[config.mk]
export PLATFORM = sky130hd
export DESIGN_NAME = mem_guard_overlay
export DESIGN_NICKNAME = d
export VERILOG_FILES = /design/src/rtl/mgo_pkg.sv /design/src/rtl/mgo_mode_regs.sv /design/src/rtl/mgo_addr_decode.sv /design/src/rtl/mgo_out_stage.sv /design/src/rtl/mem_guard_overlay.sv
export SDC_FILE = /design/constraint.sdc
export NUM_CORES = 1
export LEC_CHECK = 0
export BUFFER_PORTS_ARGS = -buffer_cell sky130_fd_sc_hd__buf_2
export CAP_MARGIN = 10
export CORE_MARGIN = 1
export CORE_UTILIZATION = 27
export DETAILED_ROUTE_END_ITERATION = 10
export MAX_ROUTING_LAYER = met4
export PLACE_DENSITY = 0.56
export SYNTH_ARGS = -nofsm -noshare
export SYNTH_HDL_FRONTEND = slang
export SYNTH_SLANG_ARGS = --single-unit
[constraint.sdc]
create_clock -name clk -period 5.6 [get_ports clk]
set_clock_uncertainty 0.15 [all_clocks]
set_input_delay 0.56 -clock clk [delete_from_list [all_inputs] [get_ports clk]]
set_output_delay 0.56 -clock clk [all_outputs]
set_load 0.1 [all_outputs]
[src/rtl/mgo_pkg.sv]
package mgo_pkg;

  // Which array an access is steered to
  typedef enum logic [1:0] {
    TGT_NONE = 2'd0,
    TGT_ROM  = 2'd1,
    TGT_RAM  = 2'd2
  } mgo_tgt_e;

  // Per-access decision, registered at the block edge
  typedef struct packed {
    logic rom_sel;
    logic ram_sel;
    logic we;
    logic viol;
  } mgo_out_t;

  localparam mgo_out_t MGO_OUT_IDLE = '{rom_sel: 1'b0, ram_sel: 1'b0, we: 1'b0, viol: 1'b0};

endpackage

[src/rtl/mgo_mode_regs.sv]
module mgo_mode_regs #(
  parameter int          OP_W     = 16,
  parameter logic [15:0] OP_RAM   = 16'h4045,
  parameter logic [15:0] OP_ROM   = 16'h4046,
  parameter logic [15:0] OP_P_ON  = 16'h4000,
  parameter logic [15:0] OP_P_OFF = 16'h4001
) (
  input  logic            clk,
  input  logic            rst,
  input  logic            op_stb,
  input  logic [OP_W-1:0] op,
  output logic            ram_mode,
  output logic            prot_en
);

  localparam logic [OP_W-1:0] K_RAM  = OP_W'(OP_RAM);
  localparam logic [OP_W-1:0] K_ROM  = OP_W'(OP_ROM);
  localparam logic [OP_W-1:0] K_PON  = OP_W'(OP_P_ON);
  localparam logic [OP_W-1:0] K_POFF = OP_W'(OP_P_OFF);

  always_ff @(posedge clk) begin
    if (rst) begin
      ram_mode <= 1'b0;
      prot_en  <= 1'b1;
    end else if (op_stb) begin
      if (op == K_RAM)  ram_mode <= 1'b1;
      if (op == K_ROM)  ram_mode <= 1'b0;
      if (op == K_PON)  prot_en  <= 1'b1;
      if (op == K_POFF) prot_en  <= 1'b0;
    end
  end

endmodule

[src/rtl/mgo_addr_decode.sv]
module mgo_addr_decode
  import mgo_pkg::*;
#(
  parameter int ADDR_W       = 16,
  parameter int ROM_BASE     = 'hF000,
  parameter int ROM_WORDS    = 4096,
  parameter int SHADOW_WORDS = 256
) (
  input  logic [ADDR_W-1:0] addr,
  input  logic              rd,
  input  logic              wr,
  input  logic [ADDR_W-1:0] lo,
  input  logic [ADDR_W-1:0] hi,
  input  logic              ram_mode,
  input  logic              prot_en,
  output mgo_out_t          dec
);

  localparam logic [ADDR_W-1:0] BASE_V   = ADDR_W'(ROM_BASE);
  localparam logic [ADDR_W:0]   SPAN_V   = (ADDR_W+1)'(ROM_WORDS);
  localparam logic [ADDR_W:0]   SHADOW_V = (ADDR_W+1)'(SHADOW_WORDS);

  logic [ADDR_W-1:0] offset;
  logic              in_rom;
  logic              in_shadow;
  logic              in_window;
  logic              blocked;
  mgo_tgt_e          tgt;

  // Offset compare keeps a region that ends at the top of the space exact
  assign offset    = addr - BASE_V;
  assign in_rom    = (addr >= BASE_V) && ({1'b0, offset} < SPAN_V);
  assign in_shadow = in_rom && ({1'b0, offset} < SHADOW_V);
  assign in_window = (addr >= lo) && (addr <= hi);
  assign blocked   = wr && prot_en && in_window;

  always_comb begin
    if (!(rd || wr))                    tgt = TGT_NONE;
    else if (in_rom && !(in_shadow && ram_mode)) tgt = TGT_ROM;
    else                                tgt = TGT_RAM;
  end

  always_comb begin
    dec         = MGO_OUT_IDLE;
    dec.rom_sel = (tgt == TGT_ROM);
    dec.ram_sel = (tgt == TGT_RAM);
    dec.we      = wr && (tgt == TGT_RAM) && !blocked;
    dec.viol    = blocked;
  end

endmodule

[src/rtl/mgo_out_stage.sv]
module mgo_out_stage
  import mgo_pkg::*;
(
  input  logic     clk,
  input  logic     rst,
  input  mgo_out_t d,
  output mgo_out_t q
);

  always_ff @(posedge clk) begin
    if (rst) q <= MGO_OUT_IDLE;
    else     q <= d;
  end

endmodule

[src/rtl/mem_guard_overlay.sv]
module mem_guard_overlay
  import mgo_pkg::*;
#(
  parameter int ADDR_W       = 16,
  parameter int OP_W         = 16,
  parameter int ROM_BASE     = 'hF000,
  parameter int ROM_WORDS    = 4096,
  parameter int SHADOW_WORDS = 256
) (
  input  logic              clk,
  input  logic              rst,
  input  logic [ADDR_W-1:0] addr_i,
  input  logic              rd_i,
  input  logic              wr_i,
  input  logic              op_stb_i,
  input  logic [OP_W-1:0]   op_i,
  input  logic [ADDR_W-1:0] prot_lo_i,
  input  logic [ADDR_W-1:0] prot_hi_i,
  output logic              rom_sel_o,
  output logic              ram_sel_o,
  output logic              ram_we_o,
  output logic              viol_o
);

  logic     ram_mode;
  logic     prot_en;
  mgo_out_t dec;
  mgo_out_t q;

  mgo_mode_regs #(.OP_W(OP_W)) u_modes (
    .clk      (clk),
    .rst      (rst),
    .op_stb   (op_stb_i),
    .op       (op_i),
    .ram_mode (ram_mode),
    .prot_en  (prot_en)
  );

  mgo_addr_decode #(
    .ADDR_W       (ADDR_W),
    .ROM_BASE     (ROM_BASE),
    .ROM_WORDS    (ROM_WORDS),
    .SHADOW_WORDS (SHADOW_WORDS)
  ) u_decode (
    .addr     (addr_i),
    .rd       (rd_i),
    .wr       (wr_i),
    .lo       (prot_lo_i),
    .hi       (prot_hi_i),
    .ram_mode (ram_mode),
    .prot_en  (prot_en),
    .dec      (dec)
  );

  mgo_out_stage u_out (
    .clk (clk),
    .rst (rst),
    .d   (dec),
    .q   (q)
  );

  assign rom_sel_o = q.rom_sel;
  assign ram_sel_o = q.ram_sel;
  assign ram_we_o  = q.we;
  assign viol_o    = q.viol;

endmodule

Word-level counts from Yosys, hierarchy flattened
Cells that the tools add are included.

operators by class
  order comparisons = 5
  mux-type cells = 6
  equality and inequality tests = 6
  reductions and logical operators = 16
  add/subtract/negate cells = 1

operator list
  kind                    number
  $eq 16x15->1 const B    4
  $ge 16x16->1            1
  $ge 16x16->1 const B    1
  $le 16x16->1            1
  $lt 16x13->1 const B    1
  $lt 16x9->1 const B     1
  $sub 16x16->16 const B  1
  $logic_and 1x1->1       9
  $mux 1                  4
  $mux 2                  2
  $reduce_and 2->1        2
  $reduce_bool 2->1       2
  $eq 2x1->1 const B      1
  $eq 2x2->1 const B      1
  $logic_not 1->1         2
  $logic_or 1x1->1        1

storage, ports and cells
  bits of input ports = 69
  output and inout bits = 4
  flip-flop bits (word level) = 6

Longest topological paths before layout
Gate-level depths: netlist of run 1.

  word-level depth = 12
  mapped depth = 7
  depth with buffers taken out = 7

Hierarchy
A second synthesis of run 1 with hierarchy kept.

second synthesis, totals
  cells, all modules = 148
  area, all modules = 1109.8 sq um

modules (own cells, without submodules)
  module           area each (sq um)  instances  sequential area each (sq um)  cells an instance
  mgo_addr_decode  855.8              1          0.0                           123
  mgo_mode_regs    148.9              1          40.0                          17
  mgo_out_stage    105.1              1          80.1                          8

Least setup slack after synthesis of run 1
Ideal clock, no wire load.

  kind = input to register
  start = input addr_i[0]
  end = register, netlist name u_out.q[1]
  library setup time = 0.103 ns
  stages = 7
  arrival time = 1.929 ns
  path buffers = 0
  path slack = 3.418 ns
  cell sequence = inv_1 > ha_1 > nand2b_1 > a2111oi_2 > o32a_1 > a21oi_1 > a2111oi_2

on the way
  cells in the longest elaborated chain, start to end = 12
  elaborated cells on any way between the ends = 19
  those cells by class = 1 x add/sub; 5 x order compare; 1 x eq/ne; 2 x mux; 10 x reduce/logical

RTL lines
  what                 line                     source
  start: declaration   mem_guard_overlay.sv:12  input logic [ADDR_W-1:0] addr_i,
  $sub 16x16->16       mgo_addr_decode.sv:31    assign offset = addr - BASE_V;
  $lt 16x13->1         mgo_addr_decode.sv:32    assign in_rom = (addr >= BASE_V) && ({1'b0, offset} < SPAN_V);
  $logic_and 1x1->1    mgo_addr_decode.sv:32
  $logic_and 1x1->1    mgo_addr_decode.sv:33    assign in_shadow = in_rom && ({1'b0, offset} < SHADOW_V);
  $logic_and 1x1->1    mgo_addr_decode.sv:39    else if (in_rom && !(in_shadow && ram_mode)) tgt = TGT_ROM;
  $logic_not 1->1      mgo_addr_decode.sv:39
  $logic_and 1x1->1    mgo_addr_decode.sv:39
  $mux 2               mgo_addr_decode.sv:39
  $mux 2               mgo_addr_decode.sv:38    if (!(rd || wr)) tgt = TGT_NONE;
  $eq 2x2->1           mgo_addr_decode.sv:47    dec.we = wr && (tgt == TGT_RAM) && !blocked;
  $logic_and 1x1->1    mgo_addr_decode.sv:47
  $logic_and 1x1->1 *  mgo_addr_decode.sv:47

Mark *: on every way between the ends. The rest lies on a longest branch, timed or not.
A chain may end at the register's enable or synchronous reset.

Worst setup path in the final report of run 1
  start = input addr_i[14]
  end = register, netlist name u_out.q[1]

on the way
  cells in the longest elaborated chain, start to end = 12
  elaborated cells on any way between the ends = 19
  those cells by class = 1 x add/sub; 5 x order compare; 1 x eq/ne; 2 x mux; 10 x reduce/logical

RTL lines
  what                 line
  $sub 16x16->16       mgo_addr_decode.sv:31
  $lt 16x13->1         mgo_addr_decode.sv:32
  $logic_and 1x1->1    mgo_addr_decode.sv:32
  $logic_and 1x1->1    mgo_addr_decode.sv:33
  $logic_and 1x1->1    mgo_addr_decode.sv:39
  $logic_not 1->1      mgo_addr_decode.sv:39
  $logic_and 1x1->1    mgo_addr_decode.sv:39
  $mux 2               mgo_addr_decode.sv:39
  $mux 2               mgo_addr_decode.sv:38
  $eq 2x2->1           mgo_addr_decode.sv:47
  $logic_and 1x1->1    mgo_addr_decode.sv:47
  $logic_and 1x1->1 *  mgo_addr_decode.sv:47

Marked as above.

==> results of run 1 <==
## stage by stage
stage / hold WS (ns) / cell area, um^2 / std cells / power, mW
floorplan: 0.286 / 1080 / 140 / 0.0984
global placement: 0.311 / 1500 / 260 / 0.137
detailed placement: 0.311 / 1500 / 260 / 0.138
CTS: 0.314 / 1540 / 263 / 0.202
global route: 0.342 / 1540 / 263 / 0.216
finish: 0.314 / 1540 / 263 / 0.200
## flip-flops by register name, summed over array words and instances, names as in the netlist
signal	count
u_out.q	4
u_modes.prot_en	1
u_modes.ram_mode	1
## power by group
part           internal, mW  switching (mW)
combinational        0.0427          0.0489
sequential           0.0444        0.000278
clock                0.0461          0.0178
total                 0.133          0.0670
## metal layers
metal  track usage  up-vias  part of all wire
met5             -        -                 0
met4        0.0326        0             0.012
met3        0.0139        4             0.048
met2         0.228       33              0.48
met1         0.168      509              0.46
li1              -      648                 -
## critical path: cells and delay by family
| kind | cells | cell delay, ns |
|---|---|---|
| AOI/OAI and AO/OA | 3 | 0.63 |
| adders and majority gates | 1 | 0.31 |
| buffers and inverters | 1 | 0.12 |
| and+or+nand+nor | 2 | 0.54 |
## area by class of cell
cell class	count	area share
multi-input cells	99	0.537
repair buffers	72	0.234
inverters	35	0.0853
flip-flops and latches	6	0.0780
well taps	48	0.0390
clock buffers	3	0.0268
## worst min-delay path by stage
stage	slack [ns]	start	to	depth (start not counted)
after floorplan	0.29	u_modes.prot_en	u_modes.prot_en	1
after global placement	0.31	u_modes.prot_en	u_modes.prot_en	1
after detailed placement	0.31	u_modes.prot_en	u_modes.prot_en	1
after CTS	0.31	u_modes.prot_en	u_modes.prot_en	1
after global routing	0.34	u_modes.prot_en	u_modes.prot_en	1
final	0.31	u_modes.prot_en	u_modes.prot_en	1
## layout by cell type (no fill, tap or decap), drive strengths merged, types with 4 or more instances in the layout
cell / count
nand4: 4
ha: 32
o21ai: 4
nand2: 8
buf: 72
a21oi: 14
nor2: 6
dfxtp: 6
inv: 35
## cells by family (layout without fill, tap and decap cells)
group           count (synthesis)  in the layout  synth area share
flops                           6              6             0.111
compound gates                 34             34             0.215
fa+ha+maj                      32             32             0.371
buf+inv                        35            110             0.122
simple gates                   33             33             0.181
==> run summary, run 1 <==
Status: finished, final reports clean
FF-to-FF setup slack: 4.50 ns
Mapped Cells: 140
P_leak: 0.917 nW
Crit-path max FO: 3
Post-Synthesis Net Count: 241
Final net count: 318
Register area share after synthesis: 0.111
Max VDD drop: 0.0580 mV
Fin util: 0.411
Count of cell types in the netlist: 29
Final setup margin: 3.40 ns
RSZ-0062 raised after global routing: false
Critical Path Max Stage Delay: 0.39 ns
Final Max Tran Viols: 0
Post-Place Worst Slack: 3.16 ns
Setup bufs post-CTS: 0
CTS tree: built
Drt initial violations: 15
IO buf count: 72
DRC: 0
Global-route wire length before repair: 4460 um
Tmin final: 2.20 ns
Setup CP Type: input pin to flop
Num rows: 22
Endpoints failing setup: 0
Placer congestion estimate: 0.763
YS warnings: 0
DP Wirelength: 2470 um
Startpoint types: input pin
Period Utilization, post-route: 0.393
Sequential Area: 120 um^2
TNS Setup: 0 ns
Reg-to-Reg Start: u_modes.prot_en
Slowest cell on the critical path: nor4_1
Critical Path End: u_out.q[1]
Routed len/inst: 9.95 um
Area occupied by multi-input gates: 827 um^2
Slew margin rel.: 0.676
Vias in the first global route: 1130
CTS clock-pin slew for the worst setup and hold paths: 0.04 ns
P per Cell Area: 130 nW/um^2
Ant. Diodes: 0
Area Overhead vs Synth: 42.8%
Maximum capacitance violations: 0
CP startpoint: addr_i[14]
Top post-synthesis cells by area: ha_1 (37%), inv_1 (12%), dfxtp_1 (11%)
Congestion Overflow GR: 0
DIE HEIGHT: 65.2 um
Starting density of the core: 0.288
Clk_lat worst skew: 0.22 ns
Max clock buf depth: 2
Initial antenna violation count: 0
Synthesized area per cell: 7.70 um^2
Hold crit path type: flop to flop
Post-synth EDFFs: 0
Critical path required time: 5.56 ns
CP arrival: 2.16 ns
Worst R2R Path Depth: 3
Mapped cell area: 1080 um^2
Antenna-violating nets left: 0
Worst r2r dst: u_out.q[1]
Post-CTS sizing: 0
Fillers: 401
Core area: 3740 um^2
Final Hold Fails: 0
Yosys top cell area share: 0.371
Slew @ Worst Pin: 0.489 ns
I/O pin count: 73
H-tree depth: 1
Synth cell count leaders: inv_1 (35), ha_1 (32), a21oi_1 (14), nand2_1 (8)
Pin count of the biggest net entering global routing: 6
Vias per cell: 4.54
Crit end category: flop
All-Layer GR Usage: 0.134
Vias after detailed routing: 1194
Maximum clock rate: 455 MHz
Die footprint: 4250 um^2
Share of layout cells above drive strength 1: 0.367
Hold buffer count at CTS: 0
Num CTS Buffers: 3
Final wirelength: 2620 um
FF+latch count, synth: 6
Top FF cell, synth: dfxtp_1
Ys async rst share: 0
Cell taking the most area after synthesis: ha_1
Most common cell in the netlist: inv_1
Root Buffer: clkbuf_8
CTS Sinks: 6
Chip Width: 65.2 um
CP cell instances: buf_2 -> ha_1 -> nand4_1 -> nor4_1 -> a21boi_1 -> o31ai_1 -> a2111oi_2
Drt pass-1 iters: 4
No activity file was read; power rests on OpenSTA's default activity.
==> run 2, diff against run 1 <==
--- a/config.mk
+++ b/config.mk
@@ -5,13 +5,14 @@
 export SDC_FILE = /design/constraint.sdc
 export NUM_CORES = 1
 export LEC_CHECK = 0
+export ABC_AREA = 1
 export BUFFER_PORTS_ARGS = -buffer_cell sky130_fd_sc_hd__buf_2
 export CAP_MARGIN = 10
 export CORE_MARGIN = 1
 export CORE_UTILIZATION = 27
 export DETAILED_ROUTE_END_ITERATION = 10
 export MAX_ROUTING_LAYER = met4
-export PLACE_DENSITY = 0.56
+export PLACE_DENSITY = 0.57
 export SYNTH_ARGS = -nofsm -noshare
 export SYNTH_HDL_FRONTEND = slang
 export SYNTH_SLANG_ARGS = --single-unit
==> constraint.sdc (replaced) <==
create_clock -name clk -period 2 [get_ports clk]
set_clock_uncertainty 0.15 [all_clocks]
set_input_delay 0.2 -clock clk [delete_from_list [all_inputs] [get_ports clk]]
set_output_delay 0.2 -clock clk [all_outputs]
set_load 0.1 [all_outputs]
==> run 2 against run 1 <==
Sequential power grew to 2.8 times the previous value. First-iteration DRC count grew 67%. Register-to-register slack lost 3.4 ns. Highest routed layer unchanged. Via count grew 11%. Critical endpoint is now u_out.q[0]. Worst hold slack lost 0.25 ns. Cell count grew 20%. Core utilization shrank 0.77 points. Combinational power grew to 3.1 times the previous value. Routed wire length grew 2.6%.
==> run summary, run 2 <==
Status: finished, final reports clean
I/O pin count: 73 (unchanged)
RSZ-0062 raised after global routing: false
Critical path required time: 2.02 ns (-3.54 ns)
CP arrival: 1.40 ns (-0.76 ns)
YS warnings: 0 (unchanged)
Vias in the first global route: 1064 (-5.8%)
Root Buffer: clkbuf_8
Max VDD drop: 0.178 mV (+210%)
Synth cell count leaders: inv_1 (49), nand2_1 (44), ha_1 (32), nor2_1 (17), a21oi_1 (16)
Reg-to-Reg Start: u_modes.ram_mode
Mapped cell area: 1190 um^2 (+10%)
Critical Path End: u_out.q[0]
Routed len/inst: 8.53 um (-14%)
Placed cell count: 311 (+20%)
Critical path's top delay family: simple AND/OR/NAND/NOR gates
Post-CTS sizing: 0 (unchanged)
Drt initial violations: 25 (+10)
Period Utilization, post-route: 0.690
Congestion Overflow GR: 0 (unchanged)
Pin count of the biggest net entering global routing: 5 (-1)
Tmin final: 1.38 ns
Top reg by flops: u_out.q
FF+latch count, synth: 6 (unchanged)
Max reg flops: 4 (unchanged)
IO buf count: 72 (unchanged)
Chip Width: 68.3 um (+4.8%)
Ant. Diodes: 0 (unchanged)
Final setup margin: 0.620 ns (-2.78 ns)
Vias per cell: 4.20 (-7.5%)
Sequential Area: 120 um^2 (unchanged)
Commonest non-fill, non-tap cell in the layout: buf_2
Top FF cell, synth: dfxtp_1
DP Wirelength: 2460 um (-0.11%)
Core area: 4120 um^2 (+9.9%)
Critical Path Max Stage Delay: 0.29 ns (-0.10 ns)
Vias after detailed routing: 1323 (+11%)
Worst R2R Path Depth: 4 (+1)
Yosys top cell area share: 0.337 (-0.0340)
Post-synth EDFFs: 0 (unchanged)
Startpoint types: input pin
Share of layout cells above drive strength 1: 0.309 (-0.0580)
Area Overhead vs Synth: 39.9%
Synthesized area per cell: 6.28 um^2 (-18%)
All-Layer GR Usage: 0.121 (-0.0122)
Most common cell in the netlist: inv_1
DIE HEIGHT: 68.3 um (+4.8%)
P_leak: 1.07 nW (+17%)
Placer congestion estimate: 0.770 (+0.97%)
Worst r2r dst: u_out.q[1]
Global-route wire length before repair: 4150 um (-6.8%)
Slowest cell on the critical path: ha_1
Maximum capacitance violations: 0 (unchanged)
Post-Synthesis Net Count: 290 (+20%)
Endpoints failing setup: 0 (unchanged)
Post-Place Worst Slack: 0.376 ns (-2.79 ns)
Setup CP Type: input pin to flop
Register area share after synthesis: 0.101 (-0.0102)
Num rows: 23 (+4.5%)
Initial antenna violation count: 0 (unchanged)
Crit-path max FO: 3 (unchanged)
H-tree depth: 1 (unchanged)
Count of cell types in the netlist: 18 (-38%)
Hold crit path type: input pin to flop
CTS Sinks: 6 (unchanged)
P per Cell Area: 358 nW/um^2 (+180%)
Final Max Tran Viols: 0 (unchanged)
Clk_lat worst skew: 0.22 ns (about the same)
CP bufs+invs: 1 (unchanged)
Slew margin rel.: 0.678 (+0.00225)
Slew @ Worst Pin: 0.486 ns (-0.00340 ns)
Worst path depth: 8 (+1)
Final wirelength: 2690 um (+2.6%)
Cell taking the most area after synthesis: ha_1
Top flop regs: u_out.q x4, u_modes.prot_en x1, u_modes.ram_mode x1
Mapped Cells: 189 (+35%)
DRC: 0 (unchanged)
Most frequent cells in the layout: buf_2 (72), inv_1 (49), nand2_1 (44), ha_1 (32), nor2_1 (17)
Fillers: 456 (+14%)
Most common cell on crit path: nand2_2
Starting density of the core: 0.289 (+0.000436)
CP cell instances: buf_2 -> ha_1 -> nand2_1 -> nor4_4 -> nand3_1 -> nand2_2 -> nand2_2 -> nor2_2
Num CTS Buffers: 3 (unchanged)
Final cell count without fillers: 315 (+20%)
Max clock buf depth: 2 (unchanged)
Top post-synthesis cells by area: ha_1 (34%), inv_1 (15%), nand2_1 (14%)
Maximum clock rate: 725 MHz
Crit end category: flop
Ys async rst share: 0 (unchanged)
FF-to-FF setup slack: 1.06 ns (-3.44 ns)
Final Hold Fails: 0 (unchanged)
CP startpoint: addr_i[13]
Area occupied by multi-input gates: 883 um^2 (+6.8%)
Drt pass-1 iters: 4 (unchanged)
Final net count: 368 (+16%)
CTS clock-pin slew for the worst setup and hold paths: 0.04 ns (about the same)
TNS Setup: 0 ns (unchanged)
Hold Path Stages: 2 (+1)
Antenna-violating nets left: 0 (unchanged)
Die footprint: 4670 um^2 (+9.8%)
CTS tree: built
[run 2: cell types whose count changed after synthesis, sizes merged, moves of 4 or more]
| cell | previous run | this run |
|---|---|---|
| a21oi | 14 | 18 |
| inv | 35 | 49 |
| nand2 | 8 | 47 |
| nor2 | 6 | 18 |
[run 2: kinds of logic after synthesis]
group / after synthesis / synth area share
flops: 6 / 0.101
simple gates: 78 / 0.289
fa+ha+maj: 32 / 0.337
buf+inv: 49 / 0.155
compound gates: 24 / 0.118
[run 2: what timing repair did]
action / 4_1_cts / 5_1_grt
hold buffers: 1 / 0
setup buffers: 0 / 0
endpoints found under the hold margin: 1 / 0
[run 2: report_power, final]
| part | switching [mW] | internal (mW) | leakage (nW) |
|---|---|---|---|
| Sequential | 0.000799 | 0.124 | 0.0491 |
| Combinational | 0.162 | 0.125 | 0.999 |
| Clock | 0.0526 | 0.129 | 0.0216 |
[run 2: layer usage]
metal  wire length [um]  track usage
met3                156       0.0200
met1               1300        0.151
met4                 20       0.0313
met5                  0            -
met2               1210        0.201
[run 2: cell type report]
| class | instances | area share |
|---|---|---|
| multi-input cells | 134 | 0.532 |
| repair buffers | 73 | 0.223 |
| inverters | 49 | 0.111 |
| flip-flops and latches | 6 | 0.0723 |
| well taps | 50 | 0.0377 |
| clock buffers | 3 | 0.0248 |
[run 2: metrics by stage]
step                area, um^2  utilization  hold WS (ns)  total power [mW]
finish                    1660        0.404        0.0621             0.594
global route              1660        0.404        0.0797             0.657
CTS                       1660        0.404        0.0631             0.604
detailed placement        1610        0.391         0.229             0.416
global placement          1610        0.391         0.234             0.414
floorplan                 1190            -         0.116             0.306
[run 2: how the worst min path moves through the flow]
stage / from / to / slack, ns
2_1_floorplan: rst / u_out.q[0] / 0.12
4_1_cts: op_i[0] / u_modes.prot_en / 0.06
3_5_place_dp: rst / u_out.q[0] / 0.23
6_report: op_i[0] / u_modes.prot_en / 0.06
5_1_grt: op_i[0] / u_modes.prot_en / 0.08
3_3_place_gp: rst / u_out.q[0] / 0.23
==> run 3, diff against run 2 <==
--- a/config.mk
+++ b/config.mk
@@ -12,7 +12,7 @@
 export CORE_UTILIZATION = 27
 export DETAILED_ROUTE_END_ITERATION = 10
 export MAX_ROUTING_LAYER = met4
-export PLACE_DENSITY = 0.57
+export PLACE_DENSITY = 0.55
 export SYNTH_ARGS = -nofsm -noshare
 export SYNTH_HDL_FRONTEND = slang
 export SYNTH_SLANG_ARGS = --single-unit
==> constraint.sdc (replaced) <==
create_clock -name clk -period 1.4 [get_ports clk]
set_clock_uncertainty 0.15 [all_clocks]
set_input_delay 0.14 -clock clk [delete_from_list [all_inputs] [get_ports clk]]
set_output_delay 0.14 -clock clk [all_outputs]
set_load 0.1 [all_outputs]
==> run 3 against run 2 <==
Sequential share of layout area is 0.32 points lower. Count of clock-buffer cells in the layout is the same. Sequential power increased by 43%. Critical path depth grew 1. Highest routed layer is now met3. Setup slack lost 0.49 ns. Design area up 4.7%. Non-clock buffer count increased by 5.
==> run summary, run 3 (synthesized netlist as in run 2, its figures left out) <==
Reg-to-Reg Start: u_modes.ram_mode
Startpoint types: input pin
Commonest non-fill, non-tap cell in the layout: buf_2
Vias per cell: 4.18 (-0.60%)
RSZ-0062 raised after global routing: false
Placer congestion estimate: 0.759 (-1.4%)
CTS tree: built
Placed cell count: 316 (+1.6%)
Area Overhead vs Synth: 46.5%
Placed Area: 1650 um^2 (+2.3%)
Fin util: 0.423 (+0.0189)
DP Wirelength: 2550 um (+3.6%)
Initial antenna violation count: 0 (unchanged)
Endpoints failing setup: 0 (unchanged)
TNS Setup: 0 ns (unchanged)
Top flop regs: u_out.q x4, u_modes.prot_en x1, u_modes.ram_mode x1
Max clock buf depth: 2 (unchanged)
M2 GR Usage: 0.225 (+0.0245)
Met1 Usage GRT: 0.152 (+0.000981)
Slew @ Worst Pin: 0.496 ns (+0.0102 ns)
Slew margin rel.: 0.671 (-0.00674)
Setup CP Type: input pin to flop
Critical path's top delay family: simple AND/OR/NAND/NOR gates
Crit end category: flop
Top reg by flops: u_out.q
Max reg flops: 4 (unchanged)
Maximum capacitance violations: 0 (unchanged)
Routed len/inst: 8.66 um (+1.6%)
Critical Path Max Stage Delay: 0.29 ns (about the same)
Antenna-violating nets left: 0 (unchanged)
Drt pass-1 iters: 4 (unchanged)
Worst min-delay path startpoint: op_i[0]
DIE HEIGHT: 68.3 um (unchanged)
Core area: 4120 um^2 (unchanged)
CP arrival: 1.23 ns (-0.17 ns)
Reg power frac: 0.207 (-0.004)
Global-route wire length before repair: 4540 um (+9.3%)
Congestion Overflow GR: 0 (unchanged)
Final Max Tran Viols: 0 (unchanged)
Vias in the first global route: 1199 (+13%)
Final net count: 373 (+1.4%)
Clk_lat worst skew: 0.22 ns (about the same)
CP cell instances: buf_2 -> ha_1 -> nand2_1 -> nor4_4 -> nand2_1 -> nand2_1 -> nand2_2 -> nand2_2 -> nor2_2
CP bufs+invs: 1 (unchanged)
Psw: 0.307 mW (+43%)
Slowest cell on the critical path: ha_1
Final Hold Fails: 0 (unchanged)
Drt initial violations: 35 (+40%)
Hold Path Stages: 2 (unchanged)
Vias after detailed routing: 1336 (+0.98%)
Hold crit path type: input pin to flop
Met3 Use GR: 0.0250 (+0.00500)
Most Crowded Layer GR: met2
Most frequent cells in the layout: buf_2 (72), inv_1 (49), nand2_1 (43), ha_1 (29), nor2_1 (17)
Finished Cell Area: 1740 um^2 (+4.7%)
CTS clock-pin slew for the worst setup and hold paths: 0.03 ns (about the same)
P per Cell Area: 497 nW/um^2 (+39%)
Chip Width: 68.3 um (unchanged)
Hold slack: 0.00692 ns (-0.0551 ns)
Combinational power share: 0.502 (+0.019)
Final cell count without fillers: 320 (+1.6%)
Most common cell on crit path: nand2_1
Status: finished, final reports clean
Worst R2R Path Depth: 4 (unchanged)
CTS Sinks: 6 (unchanged)
Maximum clock rate: 789 MHz
H-tree depth: 1 (unchanged)
Share of layout cells above drive strength 1: 0.337 (+0.0276)
Int Pwr: 0.557 mW (+47%)
Num rows: 23 (unchanged)
FF-to-FF setup slack: 0.47 ns (-0.59 ns)
I/O pin count: 73 (unchanged)
All-Layer GR Usage: 0.129 (+0.00745)
Num CTS Buffers: 3 (unchanged)
Tmin final: 1.27 ns
Clk pwr share: 0.291 (-0.015)
Worst r2r dst: u_out.q[1]
Switch share: 0.356 (-0.00700)
Critical path required time: 1.37 ns (-0.65 ns)
Pin count of the biggest net entering global routing: 5 (unchanged)
P_leak: 1.09 nW (+2.4%)
IO buf count: 72 (unchanged)
Ant. Diodes: 0 (unchanged)
Final wirelength: 2770 um (+3.2%)
Die footprint: 4670 um^2 (unchanged)
Max VDD drop: 0.224 mV (+26%)
DRC: 0 (unchanged)
Hold Path End: u_modes.prot_en
Period Utilization, post-route: 0.906
Crit-path max FO: 3 (unchanged)
Starting density of the core: 0.289 (unchanged)
Root Buffer: clkbuf_8
run 3: cell types whose count changed in the layout (fill, tap and decap cells not counted), sizes merged:
cell | previous run | this run
buf | 72 | 77
run 3: worst max-delay path by stage:
stage	from	to	cells past startpoint
finish	addr_i[9]	u_out.q[0]	9
detailed placement	addr_i[13]	u_out.q[0]	9
global placement	addr_i[15]	u_out.q[0]	9
floorplan	prot_hi_i[15]	u_out.q[0]	9
global route	addr_i[9]	u_out.q[0]	9
CTS	addr_i[13]	u_out.q[0]	9
run 3: what timing repair did:
| item | CTS | global route |
|---|---|---|
| buffers inserted | 0 | 0 |
| hold endpoints to repair | 1 | 0 |
| hold buffers | 1 | 0 |
| gates resized for setup | 0 | 4 |
| endpoints found under the setup margin | 0 | 1 |
run 3: layout make-up:
class	count	area [um^2]
clock buffers	3	41.3
repair buffers	78	408
multi-input cells	134	923
well taps	50	62.6
flip-flops and latches	6	120
fillers	447	2380
inverters	49	184
run 3: metal layers:
metal  share of wire  vias to the layer above  wire length [um]
li1                -                      758                 -
met1            0.46                      539              1280
met2            0.48                       39              1320
met3           0.061                        0               169
met4               0                        0                 0
met5               0                        -                 0
run 3: power groups by stage:
| stage | Clock, mW | Combinational, mW | Sequential, mW |
|---|---|---|---|
| detailed placement | 0 | 0.424 | 0.181 |
| global route | 0.280 | 0.504 | 0.180 |
| finish | 0.252 | 0.434 | 0.179 |
| CTS | 0.260 | 0.428 | 0.179 |
| global placement | 0 | 0.421 | 0.181 |
| floorplan | 0 | 0.213 | 0.224 |
run 3: metrics by stage:
| step | power, mW | setup slack, ns |
|---|---|---|
| after floorplan | 0.437 | 0.0637 |
| after global placement | 0.603 | -0.104 |
| after detailed placement | 0.605 | -0.134 |
| after CTS | 0.867 | 0.0950 |
| after global routing | 0.965 | 0.0127 |
| final | 0.864 | 0.132 |
